<file path="config.mk">
export PLATFORM = sky130hd
export DESIGN_NAME = rq_requant
export DESIGN_NICKNAME = d
export VERILOG_FILES = /design/src/rtl/rq_pkg.sv /design/src/rtl/rq_lsb_round.sv /design/src/rtl/rq_msb_fit.sv /design/src/rtl/rq_lane.sv /design/src/rtl/rq_requant.sv
export SDC_FILE = /design/constraint.sdc
export NUM_CORES = 1
export LEC_CHECK = 0
export BUFFER_PORTS_ARGS = -buffer_cell sky130_fd_sc_hd__buf_2
export CAP_MARGIN = 10
export CORE_MARGIN = 2
export CORE_UTILIZATION = 46
export DETAILED_ROUTE_END_ITERATION = 10
export PLACE_DENSITY = 0.77
export SLEW_MARGIN = 20
export SYNTH_ARGS = -nofsm -noshare
export SYNTH_HDL_FRONTEND = slang
export SYNTH_SLANG_ARGS = --single-unit
</file>
<file path="constraint.sdc">
create_clock -name clk -period 1.6 [get_ports clk]
set_input_delay 0 -clock clk [delete_from_list [all_inputs] [get_ports clk]]
set_output_delay 0 -clock clk [all_outputs]
set_load 0.05 [all_outputs]
</file>
<file path="src/rtl/rq_pkg.sv">
package rq_pkg;
  // number of sample parts carried per stream word (real, imaginary)
  localparam int RQ_PARTS = 2;

  typedef struct packed {
    logic valid;
    logic sob;
    logic eob;
  } rq_side_t;
endpackage

</file>
<file path="src/rtl/rq_lsb_round.sv">
module rq_lsb_round #(
  parameter int IN_W       = 24,
  parameter int LSB_W      = 16,
  parameter bit ROUND      = 1'b1,
  parameter bit ROUND_CLIP = 1'b0,
  localparam int QW        = IN_W - LSB_W
) (
  input  logic [IN_W-1:0] x,
  output logic [QW-1:0]   q
);
  logic          sgn;
  logic          carry;
  logic [QW:0]   wide;
  logic          ovf;

  assign sgn = x[IN_W-1];

  // carry into the kept bits: half of one kept LSB added for
  // non-negative inputs, half minus one for negative ones, so halves
  // move away from zero
  generate
    if (!ROUND) begin : g_trunc
      assign carry = 1'b0;
    end else if (LSB_W == 1) begin : g_rnd1
      assign carry = x[0] & ~sgn;
    end else begin : g_rnd
      assign carry = x[LSB_W-1] & (~sgn | (|x[LSB_W-2:0]));
    end
  endgenerate

  assign wide = {sgn, x[IN_W-1:LSB_W]} + {{QW{1'b0}}, carry};
  // only a positive value can exceed the kept range, and only by one
  assign ovf  = ~wide[QW] & wide[QW-1];

  assign q = (ROUND_CLIP && ovf) ? {1'b0, {(QW-1){1'b1}}} : wide[QW-1:0];
endmodule

</file>
<file path="src/rtl/rq_msb_fit.sv">
module rq_msb_fit #(
  parameter int QW    = 8,
  parameter int OUT_W = 8,
  parameter bit CLIP  = 1'b1,
  parameter bit SYM   = 1'b0
) (
  input  logic [QW-1:0]    q,
  output logic [OUT_W-1:0] y
);
  localparam logic [OUT_W-1:0] MAXV = {1'b0, {(OUT_W-1){1'b1}}};
  localparam logic [OUT_W-1:0] NEGV = {1'b1, {(OUT_W-1){1'b0}}};
  localparam logic [OUT_W-1:0] MINV = SYM ? (NEGV + 1'b1) : NEGV;

  logic [OUT_W-1:0] low;
  logic             fits;

  assign low = q[OUT_W-1:0];

  generate
    if (QW > OUT_W) begin : g_narrow
      assign fits = (q[QW-1:OUT_W-1] == {(QW-OUT_W+1){q[QW-1]}});
    end else begin : g_same
      assign fits = 1'b1;
    end
  endgenerate

  always_comb begin
    if (!CLIP)                    y = low;
    else if (!fits)               y = q[QW-1] ? MINV : MAXV;
    else if (SYM && low == NEGV)  y = MINV;
    else                          y = low;
  end
endmodule

</file>
<file path="src/rtl/rq_lane.sv">
module rq_lane #(
  parameter int IN_W       = 24,
  parameter int LSB_W      = 16,
  parameter int OUT_W      = 8,
  parameter bit ROUND      = 1'b1,
  parameter bit ROUND_CLIP = 1'b0,
  parameter bit MSB_CLIP   = 1'b1,
  parameter bit CLIP_SYM   = 1'b0
) (
  input  logic             clk,
  input  logic             rst_n,
  input  logic             v_in,
  input  logic             v_mid,
  input  logic [IN_W-1:0]  x,
  output logic [OUT_W-1:0] y
);
  localparam int QW   = IN_W - LSB_W;
  localparam int OMAX = (1 << (OUT_W - 1)) - 1;
  localparam int OMIN = CLIP_SYM ? -OMAX : -OMAX - 1;

  logic [QW-1:0]    q_comb;
  logic [QW-1:0]    q1;
  logic [OUT_W-1:0] y_comb;

  rq_lsb_round #(
    .IN_W(IN_W), .LSB_W(LSB_W), .ROUND(ROUND), .ROUND_CLIP(ROUND_CLIP)
  ) u_round (
    .x(x), .q(q_comb)
  );

  always_ff @(posedge clk) begin
    if (!rst_n)    q1 <= '0;
    else if (v_in) q1 <= q_comb;
  end

  rq_msb_fit #(
    .QW(QW), .OUT_W(OUT_W), .CLIP(MSB_CLIP), .SYM(CLIP_SYM)
  ) u_fit (
    .q(q1), .y(y_comb)
  );

  always_ff @(posedge clk) begin
    if (!rst_n)     y <= '0;
    else if (v_mid) y <= y_comb;
  end

  generate
    if (ROUND_CLIP) begin : g_rc_chk

      round_no_wrap_chk: assert property (@(posedge clk) disable iff (!rst_n)
        (v_in && !x[IN_W-1]) |=> !q1[QW-1]);
    end
    if (MSB_CLIP) begin : g_clip_chk

      sat_pass_chk: assert property (@(posedge clk) disable iff (!rst_n)
        (v_mid && $signed(q1) <= OMAX && $signed(q1) >= OMIN)
          |=> y == $past(q1[OUT_W-1:0]));
      if (CLIP_SYM) begin : g_sym_chk

        sym_floor_chk: assert property (@(posedge clk) disable iff (!rst_n)
          v_mid |=> $signed(y) != -(OMAX + 1));
      end
    end else begin : g_wrap_chk

      wrap_low_chk: assert property (@(posedge clk) disable iff (!rst_n)
        v_mid |=> y == $past(q1[OUT_W-1:0]));
    end
  endgenerate
endmodule

</file>
<file path="src/rtl/rq_requant.sv">
module rq_requant
  import rq_pkg::*;
#(
  parameter int IN_W       = 24,
  parameter int LSB_W      = 16,
  parameter int OUT_W      = 8,
  parameter bit ROUND      = 1'b1,
  parameter bit ROUND_CLIP = 1'b0,
  parameter bit MSB_CLIP   = 1'b1,
  parameter bit CLIP_SYM   = 1'b0
) (
  input  logic             clk,
  input  logic             rst_n,
  input  logic             in_valid,
  input  logic             in_sob,
  input  logic             in_eob,
  input  logic [IN_W-1:0]  in_re,
  input  logic [IN_W-1:0]  in_im,
  output logic             out_valid,
  output logic             out_sob,
  output logic             out_eob,
  output logic [OUT_W-1:0] out_re,
  output logic [OUT_W-1:0] out_im
);
  rq_side_t side1, side2;
  logic [IN_W-1:0]  part_in  [RQ_PARTS];
  logic [OUT_W-1:0] part_out [RQ_PARTS];

  assign part_in[0] = in_re;
  assign part_in[1] = in_im;

  always_ff @(posedge clk) begin
    if (!rst_n) begin
      side1 <= '0;
      side2 <= '0;
    end else begin
      side1 <= '{valid: in_valid, sob: in_sob, eob: in_eob};
      side2 <= side1;
    end
  end

  // one identical lane per part
  generate
    for (genvar p = 0; p < RQ_PARTS; p++) begin : g_part
      rq_lane #(
        .IN_W(IN_W), .LSB_W(LSB_W), .OUT_W(OUT_W), .ROUND(ROUND),
        .ROUND_CLIP(ROUND_CLIP), .MSB_CLIP(MSB_CLIP), .CLIP_SYM(CLIP_SYM)
      ) u_lane (
        .clk(clk), .rst_n(rst_n), .v_in(in_valid), .v_mid(side1.valid),
        .x(part_in[p]), .y(part_out[p])
      );
    end
  endgenerate

  assign out_valid = side2.valid;
  assign out_sob   = side2.sob;
  assign out_eob   = side2.eob;
  assign out_re    = part_out[0];
  assign out_im    = part_out[1];

  // edges seen since reset, for the latency check
  logic [1:0] warm;
  always_ff @(posedge clk) begin
    if (!rst_n)            warm <= 2'd0;
    else if (warm != 2'd2) warm <= warm + 2'd1;
  end


  valid_align_chk: assert property (@(posedge clk) disable iff (!rst_n)
    (warm == 2'd2) |-> (out_valid == $past(in_valid, 2) &&
                        out_sob == $past(in_sob, 2) &&
                        out_eob == $past(in_eob, 2)));


  hold_chk: assert property (@(posedge clk) disable iff (!rst_n)
    !side1.valid |=> ($stable(out_re) && $stable(out_im)));
endmodule

</file>
==> results of run 1 <==
cell usage in the layout (no fill, tap or decap):
master and n:
inv_1 3, mux2i_1 19, a31oi_1 6, nand4_1 3
nand3_2 1, dfxtp_1 38, nor2_1 22, nand3_1 4
a21oi_1 4, xor2_1 5, nor4b_1 2, clkbuf_1 1
or3_1 6, a41oi_1 2, nand2_1 4, buf_4 3
nor4_1 6, buf_2 71, clkbuf_4 5, o21ai_0 16
clkbuf_8 1, xnor2_1 2, a211oi_1 3, dlygate4sd3_1 8
ha_1 4, and2_1 6, clkinv_2 1
registers in the layout, indices dropped and copies added, names as in the netlist:
| signal | flops |
|---|---|
| side1 | 3 |
| g_part.u_lane.y | 16 |
| out_eob | 1 |
| out_sob | 1 |
| out_valid | 1 |
| g_part.u_lane.q1 | 16 |
final cells by class:
type                       instances  area share [%]
sequential                        38            36.2
timing repair buffer              82            21.8
multi-input combinational        115            35.9
clock buffer                       7            2.62
inverter                           3           0.535
clock inverter                     1           0.238
tap                               46            2.74
metal layers:
| metal | global-route usage, % | up-vias | wire length [um] |
|---|---|---|---|
| met1 | 20.3 | 646 | 1440 |
| met3 | 3.80 | 7 | 149 |
| met2 | 31.8 | 42 | 1620 |
| met5 | 0 | - | 0 |
| met4 | 8.33 | 0 | 71 |
| li1 | - | 752 | - |
critical path: stages, from the launching register on:
cell	delay [ns]
dfxtp_1	0.52
buf_4	0.24
mux2i_1	0.23
nor2_1	0.05
path summary, 6_finish.rpt:
| check | from | to | slack, ns | cells after the start |
|---|---|---|---|---|
| setup / recovery | side1[2] | g_part[0].u_lane.y[2] | 0.46 | 3 |
| hold / removal | in_re[18] | g_part[0].u_lane.q1[2] | 0.002 | 3 |
| setup reg to reg | side1[2] | g_part[0].u_lane.y[2] | 0.46 | 3 |
| hold reg to reg | side1[1] | out_sob | 0.45 | 1 |
cell families (layout without fill, tap and decap cells):
logic type | Yosys count | in the layout | synth area share [%]
adders and majority gates | 4 | 4 | 3.20
DFF | 38 | 38 | 48.6
AOI/OAI and AO/OA | 31 | 31 | 11.4
muxes | 19 | 19 | 12.2
buffers and inverters | 11 | 93 | 3.04
xor gates and xnor gates | 7 | 7 | 3.92
and+or+nand+nor | 54 | 54 | 17.7
where the power goes:
group	switching [mW]	internal (mW)	total [mW]
Clock	0.289	0.213	0.502
Sequential	0.0249	0.996	1.02
Combinational	0.169	0.133	0.302
what timing repair did:
action / CTS / global route
buffers inserted: 0 / 0
resized for setup: 0 / 0
endpoints found under the hold margin: 8 / 0
endpoints found under the setup margin: 0 / 0
hold buffers: 8 / 0
metrics by stage:
stage          setup slack (ns)  hold WS (ns)  cells  area [um^2]  utilization [%]
6_report                  0.456       0.00235    292         2100             63.5
5_1_grt                   0.303        0.0159    292         2100             63.5
4_1_cts                   0.442       0.00172    292         2100             63.5
3_5_place_dp              0.102         0.223    276         1960             59.3
3_3_place_gp              0.150         0.218    276         1960             59.3
2_1_floorplan             0.338         0.127    164         1560                -
==> flow_metrics.env, run 1 <==
export IMPL_cp_data_arrival_time_ns=1.37
export IMPL_hold_viol=0
export IMPL_relSlewSlack_pct=66.8
export IMPL_grt_usage_pct=17.8
export IMPL_grt_max_degree=31
export IMPL_ys_flop_type="dfxtp_1"
export IMPL_nNetsFinal=302
export IMPL_routed_via_density=4.96
export IMPL_multi_input_area_um2=756
export IMPL_synth_top_area_share_pct=48.6
export IMPL_yosys_warnings=0
export IMPL_netlist_area_mm2=0.00156
export IMPL_root_buffer="clkbuf_4"
export IMPL_max_freq_ghz=0.874
export IMPL_ir_drop_uv=542
export IMPL_vias=1447
export IMPL_grt_ovfl_total=0
export IMPL_synthTopCellsByArea="dfxtp_1 49%, mux2i_1 12%, nor2_1 5.3%, o21ai_0 5.1%, ha_1 3.2%"
export IMPL_coreArea_mm2=0.00331
export IMPL_hp_class="input port to register"
export IMPL_syn2layout_area_growth_pct=34.5
export IMPL_yosysMostFrequentCell="dfxtp_1"
export IMPL_die_area_mm2=0.00388
export IMPL_path_max_fanout=7
export IMPL_place_congestion=0.762
export IMPL_slew_violations=0
export IMPL_insertion_delay_ns=0.33
export IMPL_synth_edf_count=0
export IMPL_synthCells=164
export IMPL_path_clk_slew_ns=0.11
export IMPL_clock_sinks=38
export IMPL_rsz0062_at_grt="false"
export IMPL_synth_cell_type_count=23
export IMPL_drcViolationCount=0
export IMPL_cts_tree="built"
export IMPL_die_h_um=62.3
export IMPL_startpoint_type="register"
export IMPL_grt_pass1_vias=1376
export IMPL_drt_first_iter_violations=20
export IMPL_endpoint_kind="register"
export IMPL_place_hpwl_um=2460
export IMPL_netlist_top_cells_count="38 x dfxtp_1, 22 x nor2_1, 19 x mux2i_1, 16 x o21ai_0"
export IMPL_cts_max_level=2
export IMPL_fin_tns_setup_ns=0
export IMPL_cts_path_max_buffers=2
export IMPL_diodes=0
export IMPL_initial_core_util_pct=47.2
export IMPL_syn_nets=221
export IMPL_status="finished, final reports clean"
export IMPL_dr_pass1_iters=4
export IMPL_tightestPinTransition_ns=0.498
export IMPL_synth_area_leader_cell="dfxtp_1"
export IMPL_antenna_found_initial=0
export IMPL_fin_crit_ns=1.14
export IMPL_crit_type="register to register"
export IMPL_design_power_total_mw=1.82
export IMPL_cts_made_buffers=5
export IMPL_power_density_mw_per_mm2=867
export IMPL_avgRoutedWirePerCell_um=11.2
export IMPL_synth_seq_cells=38
export IMPL_power_leakage_nw=0.957
export IMPL_grt_pass1_wl_um=5580
export IMPL_io_pins=72
export IMPL_fin_worst_skew_ns=0.0106
export IMPL_die_w_um=62.3
export IMPL_finalCritPeriodShare_pct=71.5
export IMPL_synthArstFlopShare_pct=0
export IMPL_maxCapViolCount=0
export IMPL_nFillCells=319
export IMPL_portBuffers=71
export IMPL_drive_gt1_share_pct=33.3
export IMPL_drt_total_wl_um=3280
export IMPL_ys_seq_area_share_pct=48.6
export IMPL_worst_endpoint_required_ns=1.83
export IMPL_num_rows=21
export IMPL_seq_area_um2=761
export IMPL_ant_nets=0
export IMPL_setup_viol=0
export IMPL_syn_area_per_cell_um2=9.54
No activity file was read; power rests on OpenSTA's default activity.
==> run 2: changes to the inputs <==
ABC_AREA = 1   (was default)
CORE_UTILIZATION = 43   (was 46)
PLACE_DENSITY = 0.73   (was 0.77)
clock period = 1 ns   (was 1.6 ns; I/O delays follow)
==> flow_metrics.env, run 2 <==
export IMPL_drt_total_wl_um=3950
export IMPL_top_regs="g_part.u_lane.q1: 16 flops, g_part.u_lane.y: 16 flops, side1: 3 flops"
export IMPL_synth_cell_type_count=22
export IMPL_crit_type="input port to register"
export IMPL_rsz0062_at_grt="true"
export IMPL_tightestPinTransition_ns=0.252
export IMPL_dp_worst_setup_slack_ns=-0.312
export IMPL_status="complete, but fails checks"
export IMPL_synthTopCellsByArea="dfxtp_1 43%, nor2_1 10%, inv_1 7.7%, nand2_1 7.3%, o21ai_0 6.8%"
export IMPL_syn2layout_area_growth_pct=42.3
export IMPL_coreArea_mm2=0.00397
export IMPL_synth_top_area_share_pct=43.3
export IMPL_synthArstFlopShare_pct=0
export IMPL_path_clk_slew_ns=0.07
export IMPL_path_max_fanout=4
export IMPL_drcViolationCount=0
export IMPL_final_common_cell="buf_2"
export IMPL_drt_first_iter_violations=105
export IMPL_startpoint_type="input port"
export IMPL_drive_gt1_share_pct=35.2
export IMPL_grt_ovfl_total=0
export IMPL_power_internal_mw=2.38
export IMPL_yosysMostFrequentCell="nor2_1"
export IMPL_ir_drop_uv=510
export IMPL_p_sw_uw=969
export IMPL_fin_crit_ns=1.02
export IMPL_p_comb_share_pct=22.2
export IMPL_max_freq_ghz=0.985
export IMPL_synthCells=248
export IMPL_cts_max_level=2
export IMPL_die_w_um=67.9
export IMPL_multi_input_area_um2=888
export IMPL_hold_viol=0
export IMPL_grt_pass1_wl_um=6540
export IMPL_finalCritPeriodShare_pct=102
export IMPL_final_util_pct=62.9
export IMPL_die_area_mm2=0.00461
export IMPL_cts_tree="built"
export IMPL_grt_pass1_vias=1611
export IMPL_cp_data_arrival_time_ns=1.20
export IMPL_hold_ws_ns=0.0257
export IMPL_grt_max_degree=19
export IMPL_setup_slack_ns=-0.0151
export IMPL_initial_core_util_pct=44.2
export IMPL_vias=1764
export IMPL_place_congestion=0.718
export IMPL_ys_flop_type="dfxtp_1"
export IMPL_slew_violations=0
export IMPL_place_hpwl_um=2940
export IMPL_insertion_delay_ns=0.28
export IMPL_syn_area_per_cell_um2=7.08
export IMPL_dr_pass1_iters=4
export IMPL_fin_worst_skew_ns=0.00547
export IMPL_clock_sinks=38
export IMPL_netlist_area_mm2=0.00176
export IMPL_nFillCells=368
export IMPL_cts_path_max_buffers=2
export IMPL_relSlewSlack_pct=83.2
export IMPL_power_leakage_nw=1.30
export IMPL_synth_edf_count=0
export IMPL_root_buffer="clkbuf_8"
export IMPL_maxCapViolCount=0
export IMPL_yosys_warnings=0
export IMPL_p_sw_share_pct=29.0
export IMPL_mostFrequentLayoutCells="57 x buf_2, 38 x dfxtp_1, 37 x nor2_1, 34 x inv_1, 34 x nand2_1"
export IMPL_ys_seq_area_share_pct=43.3
export IMPL_pwr_share_clk_pct=28.5
export IMPL_diodes=0
export IMPL_hp_class="input port to register"
export IMPL_avgRoutedWirePerCell_um=10.4
export IMPL_ant_nets=0
export IMPL_endpoint_kind="register"
export IMPL_die_h_um=67.9
export IMPL_pwr_share_seq_pct=49.4
export IMPL_grt_usage_pct=18.9
export IMPL_worst_endpoint_required_ns=1.18
export IMPL_io_pins=72
export IMPL_portBuffers=71
export IMPL_synth_area_leader_cell="dfxtp_1"
export IMPL_synth_seq_cells=38
export IMPL_power_density_mw_per_mm2=1340
export IMPL_cts_made_buffers=5
export IMPL_antenna_found_initial=0
export IMPL_syn_nets=305
export IMPL_num_rows=23
export IMPL_violations="negative setup slack"
export IMPL_seq_area_um2=761
export IMPL_routed_via_density=4.64
export IMPL_nNetsFinal=387
export IMPL_setup_viol=3
export IMPL_netlist_top_cells_count="48 x nor2_1, 38 x dfxtp_1, 36 x inv_1, 34 x nand2_1, 24 x o21ai_0"
-- run 2: what timing repair did --
item / 4_1_cts / 5_1_grt
pin swaps: 11 / 29
endpoints found under the setup margin: 3 / 8
resized for setup: 4 / 31
hold buffers: 2 / 0
endpoints found under the hold margin: 2 / 0
setup buffers: 1 / 1
-- run 2: worst paths after layout --
check / slack [ns] / depth (start not counted) / startpoint / to
worst max-delay path: -0.02 / 12 / in_re[13] / g_part[0].u_lane.q1[4]
worst min-delay path: 0.03 / 3 / rst_n / out_valid
worst max register to register: 0.11 / 3 / side1[2] / g_part[0].u_lane.y[6]
worst min register to register: 0.42 / 2 / side1[1] / out_sob
-- run 2: worst max-delay path, stage by stage --
cell and delay [ns]:
buf_2 0.11, nor2_4 0.08, nand4_1 0.10, o21a_1 0.23
ha_4 0.19, ha_4 0.17, nand3_4 0.07, nor2_1 0.04
nor2_1 0.08, nand2_1 0.05, nand2_1 0.05, inv_1 0.03
-- run 2: area by class of cell --
| cell class | instances | share of cell area [%] |
|---|---|---|
| inverter | 38 | 5.91 |
| clock buffer | 5 | 2.75 |
| clock inverter | 2 | 0.401 |
| sequential | 38 | 30.4 |
| timing repair buffer | 85 | 22.4 |
| tap | 50 | 2.50 |
| multi-input combinational | 162 | 35.6 |
-- run 2: cells by family after synthesis --
| family | count (synthesis) | share of synthesized area (%) |
|---|---|---|
| and+or+nand+nor | 105 | 25.2 |
| AOI/OAI and AO/OA | 49 | 14.3 |
| buffers and inverters | 48 | 12.3 |
| DFF | 38 | 43.3 |
| xor gates and xnor gates | 4 | 2.00 |
| adders and majority gates | 4 | 2.85 |
-- run 2: per-layer routing --
layer / global-route usage (%) / part of all wire [%] / vias to the layer above
li1: - / - / 935
met1: 21.2 / 41 / 772
met2: 33.5 / 52 / 53
met3: 4.44 / 6.1 / 4
met4: 9.25 / 1.0 / 0
met5: 0 / 0 / -
-- run 2: metrics by stage --
stage	total power [mW]	cells	TNS [ns]	cell area (um^2)
3_3_place_gp	2.34	369	-2.72	2230
4_1_cts	3.33	379	0	2360
2_1_floorplan	2.12	248	-0.324	1810
3_5_place_dp	2.36	369	-3.11	2230
6_report	3.35	380	-0.0422	2500
5_1_grt	3.54	380	-0.452	2500
-- run 2: power groups by stage --
stage | logic [mW] | registers (mW) | clock network (mW)
final | 0.741 | 1.65 | 0.953
after global routing | 0.821 | 1.67 | 1.06
after CTS | 0.690 | 1.65 | 0.985
after detailed placement | 0.670 | 1.69 | 0
after global placement | 0.657 | 1.68 | 0
after floorplan | 0.278 | 1.84 | 0
